[src/rtl/gseq_pkg.sv]
// Shared types of the dead-time gate sequencer.
package gseq_pkg;
    typedef enum logic [2:0] {
        ST_OFF     = 3'd0,
        ST_HS_ON   = 3'd1,
        ST_LS_ON   = 3'd2,
        ST_WAIT_GL = 3'd3,
        ST_WAIT_SW = 3'd4
    } seq_state_t;

    typedef enum logic [1:0] {
        CMD_NONE = 2'd0,
        CMD_HS   = 2'd1,
        CMD_LS   = 2'd2
    } seq_cmd_t;
endpackage

[src/rtl/gseq_req_decode.sv]
// Reduces the two request lines to a single command.
// Assumes the requests are already synchronous to clk. When both requests
// are active they conflict, and the result is treated as no request.
module gseq_req_decode
    import gseq_pkg::*;
(
    input  logic     hs_req,
    input  logic     ls_req,
    output seq_cmd_t cmd
);
    // Purpose: pick one command; an idle or conflicting pair gives CMD_NONE.
    always_comb begin
        if (hs_req && !ls_req)      cmd = CMD_HS;
        else if (ls_req && !hs_req) cmd = CMD_LS;
        else                        cmd = CMD_NONE;
    end
endmodule

[src/rtl/gseq_timer.sv]
// Secondary low-side timeout. Counts only while run is high, once start
// has been sampled high. Saturates at TIMEOUT_CYC and reports expiry.
// Cleared on any cycle when run is low.
// Assumes TIMEOUT_CYC >= 2.
module gseq_timer #(
    parameter int TIMEOUT_CYC = 25
) (
    input  logic clk,
    input  logic rst_n,
    input  logic run,
    input  logic start,
    output logic expired
);
    localparam int CW = $clog2(TIMEOUT_CYC + 1);
    localparam logic [CW-1:0] CNT_MAX = CW'(TIMEOUT_CYC);
    localparam logic [CW-1:0] CNT_ONE = CW'(1);
    localparam logic [CW-1:0] CNT_ZERO = '0;

    logic [CW-1:0] cnt;

    // Purpose: arm on start, count up to CNT_MAX, clear outside the wait.
    always_ff @(posedge clk) begin
        if (!rst_n) begin
            cnt <= CNT_ZERO;
        end else if (!run) begin
            cnt <= CNT_ZERO;
        end else if ((cnt != CNT_ZERO || start) && cnt != CNT_MAX) begin
            cnt <= cnt + CNT_ONE;
        end
    end

    assign expired = (cnt == CNT_MAX);

    assert_timer_clear_R10: assert property (@(posedge clk) disable iff (!rst_n)
        !run |=> (cnt == CNT_ZERO));
    assert_timer_bound_R5: assert property (@(posedge clk) disable iff (!rst_n)
        cnt <= CNT_MAX);
endmodule

[src/rtl/gseq_fsm.sv]
// Sequencing state machine. Each turn-on passes through a wait state that
// ends only on the matching turn-off evidence: the low-side-off flag for
// the high side, and the switch-node flag or timer expiry for the low side.
// Also registers the timeout-cause pulse. Assumes the flags are synchronous.
module gseq_fsm
    import gseq_pkg::*;
(
    input  logic       clk,
    input  logic       rst_n,
    input  seq_cmd_t   cmd,
    input  logic       ls_off_flag,
    input  logic       sw_low_flag,
    input  logic       expired,
    output seq_state_t state,
    output seq_state_t next_state,
    output logic       timeout_pulse
);
    // Purpose: next-state rule; a changed request always restarts from here.
    always_comb begin
        next_state = state;
        unique case (cmd)
            CMD_HS: begin
                if (state == ST_HS_ON)
                    next_state = ST_HS_ON;
                else if (state == ST_WAIT_GL && ls_off_flag)
                    next_state = ST_HS_ON;
                else
                    next_state = ST_WAIT_GL;
            end
            CMD_LS: begin
                if (state == ST_LS_ON)
                    next_state = ST_LS_ON;
                else if (state == ST_WAIT_SW && (sw_low_flag || expired))
                    next_state = ST_LS_ON;
                else
                    next_state = ST_WAIT_SW;
            end
            default: next_state = ST_OFF;
        endcase
    end

    // Purpose: state register.
    always_ff @(posedge clk) begin
        if (!rst_n) state <= ST_OFF;
        else        state <= next_state;
    end

    // Purpose: flag a low-side turn-on caused by the timer alone.
    always_ff @(posedge clk) begin
        if (!rst_n)
            timeout_pulse <= 1'b0;
        else
            timeout_pulse <= (state == ST_WAIT_SW) && (cmd == CMD_LS)
                             && expired && !sw_low_flag;
    end
endmodule

[src/rtl/gseq_drive.sv]
// Gate output registers, loaded from the sequencer's next state, so each
// gate changes on the same edge as the state. Both are cleared in reset.
module gseq_drive
    import gseq_pkg::*;
(
    input  logic       clk,
    input  logic       rst_n,
    input  seq_state_t next_state,
    output logic       hs_gate,
    output logic       ls_gate
);
    // Purpose: high-side gate register.
    always_ff @(posedge clk) begin
        if (!rst_n) hs_gate <= 1'b0;
        else        hs_gate <= (next_state == ST_HS_ON);
    end

    // Purpose: low-side gate register.
    always_ff @(posedge clk) begin
        if (!rst_n) ls_gate <= 1'b0;
        else        ls_gate <= (next_state == ST_LS_ON);
    end

    assert_exclusive_R2: assert property (@(posedge clk) disable iff (!rst_n)
        !(hs_gate && ls_gate));
endmodule

[src/rtl/deadtime_gate_seq.sv]
// Adaptive dead-time gate sequencer for a half bridge. Turns a high-side
// request and a low-side request into non-overlapping gate enables. Each
// turn-on waits for sensed turn-off evidence, and a secondary timer forces
// the low-side turn-on when the switch-node flag never arrives.
// Assumes all inputs are synchronous to clk. TIMEOUT_CYC must exceed the
// normal switch-node dead time in cycles.
module deadtime_gate_seq #(
    parameter int TIMEOUT_CYC = 25
) (
    input  logic clk,
    input  logic rst_n,
    input  logic hs_req,
    input  logic ls_req,
    input  logic ls_off_flag,
    input  logic sw_low_flag,
    input  logic hs_off_flag,
    output logic hs_gate,
    output logic ls_gate,
    output logic timeout_pulse
);
    import gseq_pkg::*;

    seq_cmd_t   cmd;
    seq_state_t state;
    seq_state_t next_state;
    logic       expired;
    logic       in_sw_wait;

    assign in_sw_wait = (state == ST_WAIT_SW);

    gseq_req_decode u_dec (
        .hs_req (hs_req),
        .ls_req (ls_req),
        .cmd    (cmd)
    );

    gseq_timer #(.TIMEOUT_CYC(TIMEOUT_CYC)) u_tmr (
        .clk     (clk),
        .rst_n   (rst_n),
        .run     (in_sw_wait),
        .start   (hs_off_flag),
        .expired (expired)
    );

    gseq_fsm u_fsm (
        .clk           (clk),
        .rst_n         (rst_n),
        .cmd           (cmd),
        .ls_off_flag   (ls_off_flag),
        .sw_low_flag   (sw_low_flag),
        .expired       (expired),
        .state         (state),
        .next_state    (next_state),
        .timeout_pulse (timeout_pulse)
    );

    gseq_drive u_drv (
        .clk        (clk),
        .rst_n      (rst_n),
        .next_state (next_state),
        .hs_gate    (hs_gate),
        .ls_gate    (ls_gate)
    );

    assert_hs_rise_R3: assert property (@(posedge clk) disable iff (!rst_n)
        $rose(hs_gate) |-> $past(ls_off_flag) && !$past(ls_gate));
    assert_ls_rise_R4: assert property (@(posedge clk) disable iff (!rst_n)
        $rose(ls_gate) |-> ($past(sw_low_flag) || $past(expired)) && !$past(hs_gate));
    assert_pulse_cause_R7: assert property (@(posedge clk) disable iff (!rst_n)
        timeout_pulse |-> ls_gate && !$past(sw_low_flag) && $past(expired));
    assert_idle_blank_R8: assert property (@(posedge clk) disable iff (!rst_n)
        (hs_req == ls_req) |=> !hs_gate && !ls_gate);
endmodule

[config.mk]
export PLATFORM = sky130hd
export DESIGN_NAME = deadtime_gate_seq
export DESIGN_NICKNAME = d
export VERILOG_FILES = /design/src/rtl/gseq_pkg.sv /design/src/rtl/gseq_req_decode.sv /design/src/rtl/gseq_timer.sv /design/src/rtl/gseq_fsm.sv /design/src/rtl/gseq_drive.sv /design/src/rtl/deadtime_gate_seq.sv
export SDC_FILE = /design/constraint.sdc
export NUM_CORES = 1
export LEC_CHECK = 0
export BUFFER_PORTS_ARGS = -buffer_cell sky130_fd_sc_hd__buf_2
export CORE_AREA = 4 4 41 43
export CTS_CLUSTER_DIAMETER = 200
export CTS_CLUSTER_SIZE = 8
export DETAILED_ROUTE_END_ITERATION = 7
export DIE_AREA = 0 0 45 47
export GPL_TIMING_DRIVEN = 0
export PLACE_DENSITY = 0.61
export SYNTH_ARGS = -nofsm -noshare
export SYNTH_HDL_FRONTEND = slang
export SYNTH_SLANG_ARGS = --single-unit
export TNS_END_PERCENT = 100
[constraint.sdc]
create_clock -name clk -period 1.44 [get_ports clk]
set_input_delay 0 -clock clk [delete_from_list [all_inputs] [get_ports clk]]
set_output_delay 0 -clock clk [all_outputs]
set_load 0.005 [all_outputs]
# Word-level counts from Yosys, hierarchy flattened
# Index checks and enable logic that the tools add are counted.
# classes
add_sub_neg	1
n_eq_ne	10
muxes	7
n_reduce_logical	15
# op_table
op	count
$eq 3x2->1 const B	3
$mux 3	3
$logic_and 1x1->1	8
$eq 3x1->1 const B	2
$mux 2	3
$pmux 3 s2	1
$add 5x1->5 const B	1
$eq 5x5->1 const B	1
$ne 5x5->1 const B	1
$reduce_bool 5->1	1
$eq 3x3->1 const B	1
$logic_not 1->1	3
$eq 2x1->1 const B	1
$eq 2x2->1 const B	1
$logic_or 1x1->1	2
$reduce_and 2->1	1
# totals
ff_bits	11
inputBits	7
out_inout_bits	3
wordCells	38

# Logic depth before layout (Yosys ltp)
# depth
depth_word	8
depth_mapped	6
mapped_depth_nobuf	6

# By module
# From an unflattened synthesis, not the netlist that was laid out.
# unflattened
cells_unflattened	65
area_unflattened_um2	638.1
# modules_own_cells
mod	instances	cells_each	area_per_inst_um2	seq_area_each_um2
gseq_timer	1	30	277.8	100.1
gseq_fsm	1	28	267.8	80.1
gseq_drive	1	4	65.1	40.0
gseq_req_decode	1	2	15.0	0.0
deadtime_gate_seq	1	1	12.5	0.0

# Worst setup path before layout
# OpenSTA, ideal clock, no wires.
# synth_path
path_kind	register to register
start	register u_tmr.cnt[0]
end	register u_tmr.cnt[1]
setup_time_ns	0.122
arrival_time_ns	1.398
required_time_ns	1.318
setup_slack_ns	-0.080
stages_incl_launch_ff	7
n_path_buf	0
period_less_slack_ns	1.520
path_cell_list	dfxtp_1 inv_1 ha_1 or4b_4 a21oi_4 mux2i_1 nor2_1
# synth_via
elab_chain_len	3
word_cells_on_any_way	5
classes_between	1 x add/sub; 1 x eq/ne; 3 x reduce/logical
# synth_rtl
item	line	text
start, declared	gseq_timer.sv:19	logic [CW-1:0] cnt;
start signal, assigned	gseq_timer.sv:28	cnt <= cnt + CNT_ONE;
parallel branches: the longest is 3 deep, another holds $add 5x1->5	--	
# Parallel ways; which one is timed is not known.
# A chain may end at the register's enable or synchronous reset.

# Worst setup path in the final report
# layout_path
start	register u_tmr.cnt[1]
end	register u_tmr.cnt[1]
# The elaborated chain is that of the path after synthesis.

==> reports/metrics.csv <==
stage,metric,value,unit
yosys,synth_nets,69,
grt,grt_pass1_vias,451,
worst_setup_path,cpMaxStageDelayCell,or4b_4,
clock_network,clock-root-buffer,clkbuf_4,
place,gp_congestion,0.740,
worst_setup_path,required,1.59,ns
sta,maxSlewViolCount,0,
hold_path,min_path_cells,3,
run_status,violations,negative setup slack,
floorplanning,dieArea,2120,um^2
clock_network,htreeDepth,1,
yosys,synth.distinct_cells,22,
worst_setup_path,cp_cell_sequence,inv_2 > ha_4 > or4b_4 > a21oi_4 > mux2i_1 > nor2_1,
grt,grt_max_degree,7,
power_and_ir_drop,power.density,776,nW/um^2
worst_setup_path,rr_endpoint,u_tmr.cnt[1],
yosys,synthAdderAreaFrac,11.6,%
sta,skew,0.000742,ns
worst_setup_path,max_stage_delay,0.47,ns
cells_and_area,multiInputGateArea,337,um^2
cells_and_area,seq_area,223,um^2
worst_setup_path,endpoint_kind,flop,
floorplanning,std_cell_rows,13,
yosys,synth_edf_count,0,
hold_path,hold_path.class,in -> reg,
yosys,synth.top_cell.area_share,40.8,%
detailed_routing,post-route-drc-count,0,
grt,gr-total-overflow,0,
place,portBuffers,9,
yosys,async_flop_share,0,%
sta,hold_violations,0,
detailed_routing,initialDrtViolationCount,4,
floorplanning,die_h,47,um
detailed_routing,post_drt_via_cell_ratio,4.88,
sta,relSlewSlack,76.3,%
worst_setup_path,r2r_start,u_tmr.cnt[1],
yosys,synth_top_cells_by_count,"dfxtp_1 (11), inv_1 (6), ha_1 (5), nor2_1 (5), nand2b_1 (4)",
detailed_routing,antenna_left,0,
sta,max_freq,0.659,GHz
detailed_routing,route.final.wire_length,961,um
sta,min_period,1.52,ns
yosys,synth_xor_area_share,6.50,%
yosys,synth_compound_area_share,9.74,%
yosys,post_synth.cell_area_avg,9.46,um^2
sta,finalSetupViolations,5,
yosys,ys_warn_count,0,
hold_path,holdPathEnd,u_drv.ls_gate,
worst_setup_path,path_buf_inv,1,
clock_network,worstSkewPairLatency,0.26,ns
run_status,status,finished with violations,
worst_setup_path,cp_top_family,simple AND/OR/NAND/NOR gates,
clock_network,clkTransAtPathRegs,0.06,ns
cells_and_area,n_antenna_cell,0,
power_and_ir_drop,fin_total_pwr,0.575,mW
yosys,synth.most_common_cell,dfxtp_1,
floorplanning,chipWidth,45,um
worst_setup_path,worstPathArrival,1.66,ns
yosys,synth_area_leader_cell,dfxtp_1,
yosys,syn-instance-count,57,
yosys,synth_top_family_by_area,simple AND/OR/NAND/NOR gates,
detailed_routing,vias,454,
yosys,yosysSeqAreaShare,40.8,%
grt,antenna_found_initial,0,
sta,rsz0062_at_grt,yes,
detailed_routing,drtPass1Iterations,2,
sta,worst_slack,-0.0773,ns
power_and_ir_drop,peakVddDrop,0.521,mV
clock_network,numCtsBuffers,3,
place,dp_hpwl,705,um
worst_setup_path,ff2ff_setup_slack,-0.08,ns
detailed_routing,wl_per_cell,10.3,um
yosys,synth_ff_type,dfxtp_1,
flow_run,drv_cap,0,
worst_setup_path,cp_max_fo,2,
floorplanning,pin_count,10,
place,place_ws,-0.130,ns
clock_network,cts_tree,done,
worst_setup_path,start_kind,flop,
yosys,synth_mux_area_share,1.86,%
cells_and_area,fillers,134,
cells_and_area,layout.nets,91,
power_and_ir_drop,leakage,0.305,nW
worst_setup_path,critical_path_class,reg -> reg,
grt,grt_pass1_wl,1710,um
yosys,yosys.area_share.simple,25.3,%
cells_and_area,drive_above_1_share,37.2,%
clock_network,clk_path_buf_depth,2,
floorplanning,start_util,41.4,%
hold_path,hold_start,hs_req,
grt,groute.usage.overall,11.4,%
cells_and_area,area_delta_synth_final,37.4,%
worst_setup_path,reg2reg_depth,6,
yosys,synthesis.area,539,um^2
clock_network,cts_sinks,11,
sta,tightest_slew,0.351,ns
sta,fin_crit_sh,105,%
yosys,synth-seq-cells,11,
floorplanning,coreArea,1300,um^2
yosys,yosys-top-cells-area,"dfxtp_1 (41%), ha_1 (12%), nand2b_1 (4.6%), inv_1 (4.2%), nor2_1 (3.5%)",
==> layout make-up <==
cell class / instances / share of cell area, %
Timing Repair Buffer: 17 / 15.4
Sequential cell: 11 / 30.1
Inverter: 6 / 3.04
Tap cell: 15 / 2.53
Multi-Input combinational cell: 40 / 45.4
Clock buffer: 4 / 3.55
==> layer usage <==
layer | global-route usage (%) | part of all wire (%) | up-vias
li1 | - | - | 235
met5 | 0 | 0 | -
met3 | 5.75 | 6.8 | 2
met4 | 5.26 | 1.4 | 0
met2 | 18.6 | 46 | 9
met1 | 12.5 | 45 | 208
==> sequential cells by signal, summed over array words and instances (netlist names) <==
| signal | flops |
|---|---|
| u_fsm.state | 3 |
| u_drv.ls_gate | 1 |
| u_fsm.timeout_pulse | 1 |
| u_tmr.cnt | 5 |
| u_drv.hs_gate | 1 |
==> through the flow <==
step	instance area [um^2]	util [%]	cells	TNS, ns	hold WS, ns
floorplan	542	-	57	-0.0269	0.0783
global placement	606	46.5	81	-0.270	0.186
detailed placement	606	46.5	81	-0.357	0.190
CTS	701	53.8	91	-0.157	0.101
global route	741	56.9	93	-0.623	0.143
finish	741	56.9	93	-0.176	0.114
==> logic make-up after synthesis <==
group	after synthesis
compound gates	7
fa+ha+maj	5
buf+inv	6
xor+xnor	4
flops	11
mux	1
simple gates	23
==> power by group <==
group | total, mW | leakage (nW) | switching (mW) | internal, mW
clock network | 0.202 | 0.0150 | 0.0945 | 0.107
logic | 0.0599 | 0.200 | 0.0275 | 0.0324
registers | 0.313 | 0.0901 | 0.00372 | 0.309
total | 0.575 | 0.305 | 0.126 | 0.449
==> timing repair <==
action	4_1_cts	5_1_grt
resized for setup	4	5
endpoints found under the hold margin	2	0
buffers inserted	4	2
hold buffers	2	0
pin swaps	5	8
setup endpoints to repair	5	6
==> worst register-to-register path: cells and delay by family, from the launching register on <==
family	cells	cell delay, ns
AND/OR/NAND/NOR	2	0.52
flip-flops	1	0.32
adder cells (fa/ha/maj)	1	0.12
multiplexers	1	0.20
AO/OA/AOI/OAI	1	0.17
buffers and inverters	1	0.08
==> worst max path at each step <==
stage,startpoint,endpoint,cells after the start
floorplan,u_tmr.cnt[0],u_tmr.cnt[1],6
global placement,u_tmr.cnt[1],u_tmr.cnt[1],6
detailed placement,u_tmr.cnt[1],u_tmr.cnt[1],6
CTS,u_tmr.cnt[1],u_tmr.cnt[1],6
global route,u_tmr.cnt[1],u_drv.ls_gate,7
finish,u_tmr.cnt[1],u_tmr.cnt[1],6
==> placed cells by master (no fill, tap or decap) <==
| cell | n |
|---|---|
| nor2_1 | 5 |
| a21oi_4 | 1 |
| buf_6 | 1 |
| inv_2 | 2 |
| nand2_1 | 3 |
| a21oi_1 | 1 |
| nand4b_1 | 2 |
| nand2b_1 | 4 |
| or4b_4 | 1 |
| xor2_1 | 2 |
| ha_1 | 3 |
| a21boi_1 | 1 |
| dfxtp_2 | 2 |
| o21ai_0 | 2 |
| a311oi_2 | 1 |
| dfxtp_1 | 9 |
| nor2b_1 | 1 |
| a21oi_2 | 1 |
| clkbuf_1 | 1 |
| buf_4 | 5 |
| nor3_2 | 1 |
| dlygate4sd3_1 | 2 |
| xnor2_1 | 2 |
| and2_1 | 1 |
| clkbuf_4 | 3 |
| nand3_1 | 3 |
| ha_4 | 2 |
| buf_2 | 9 |
| nor4_1 | 1 |
| mux2i_1 | 1 |
| inv_1 | 4 |
| nand4bb_1 | 1 |
(Power assumes the default switching activity.)
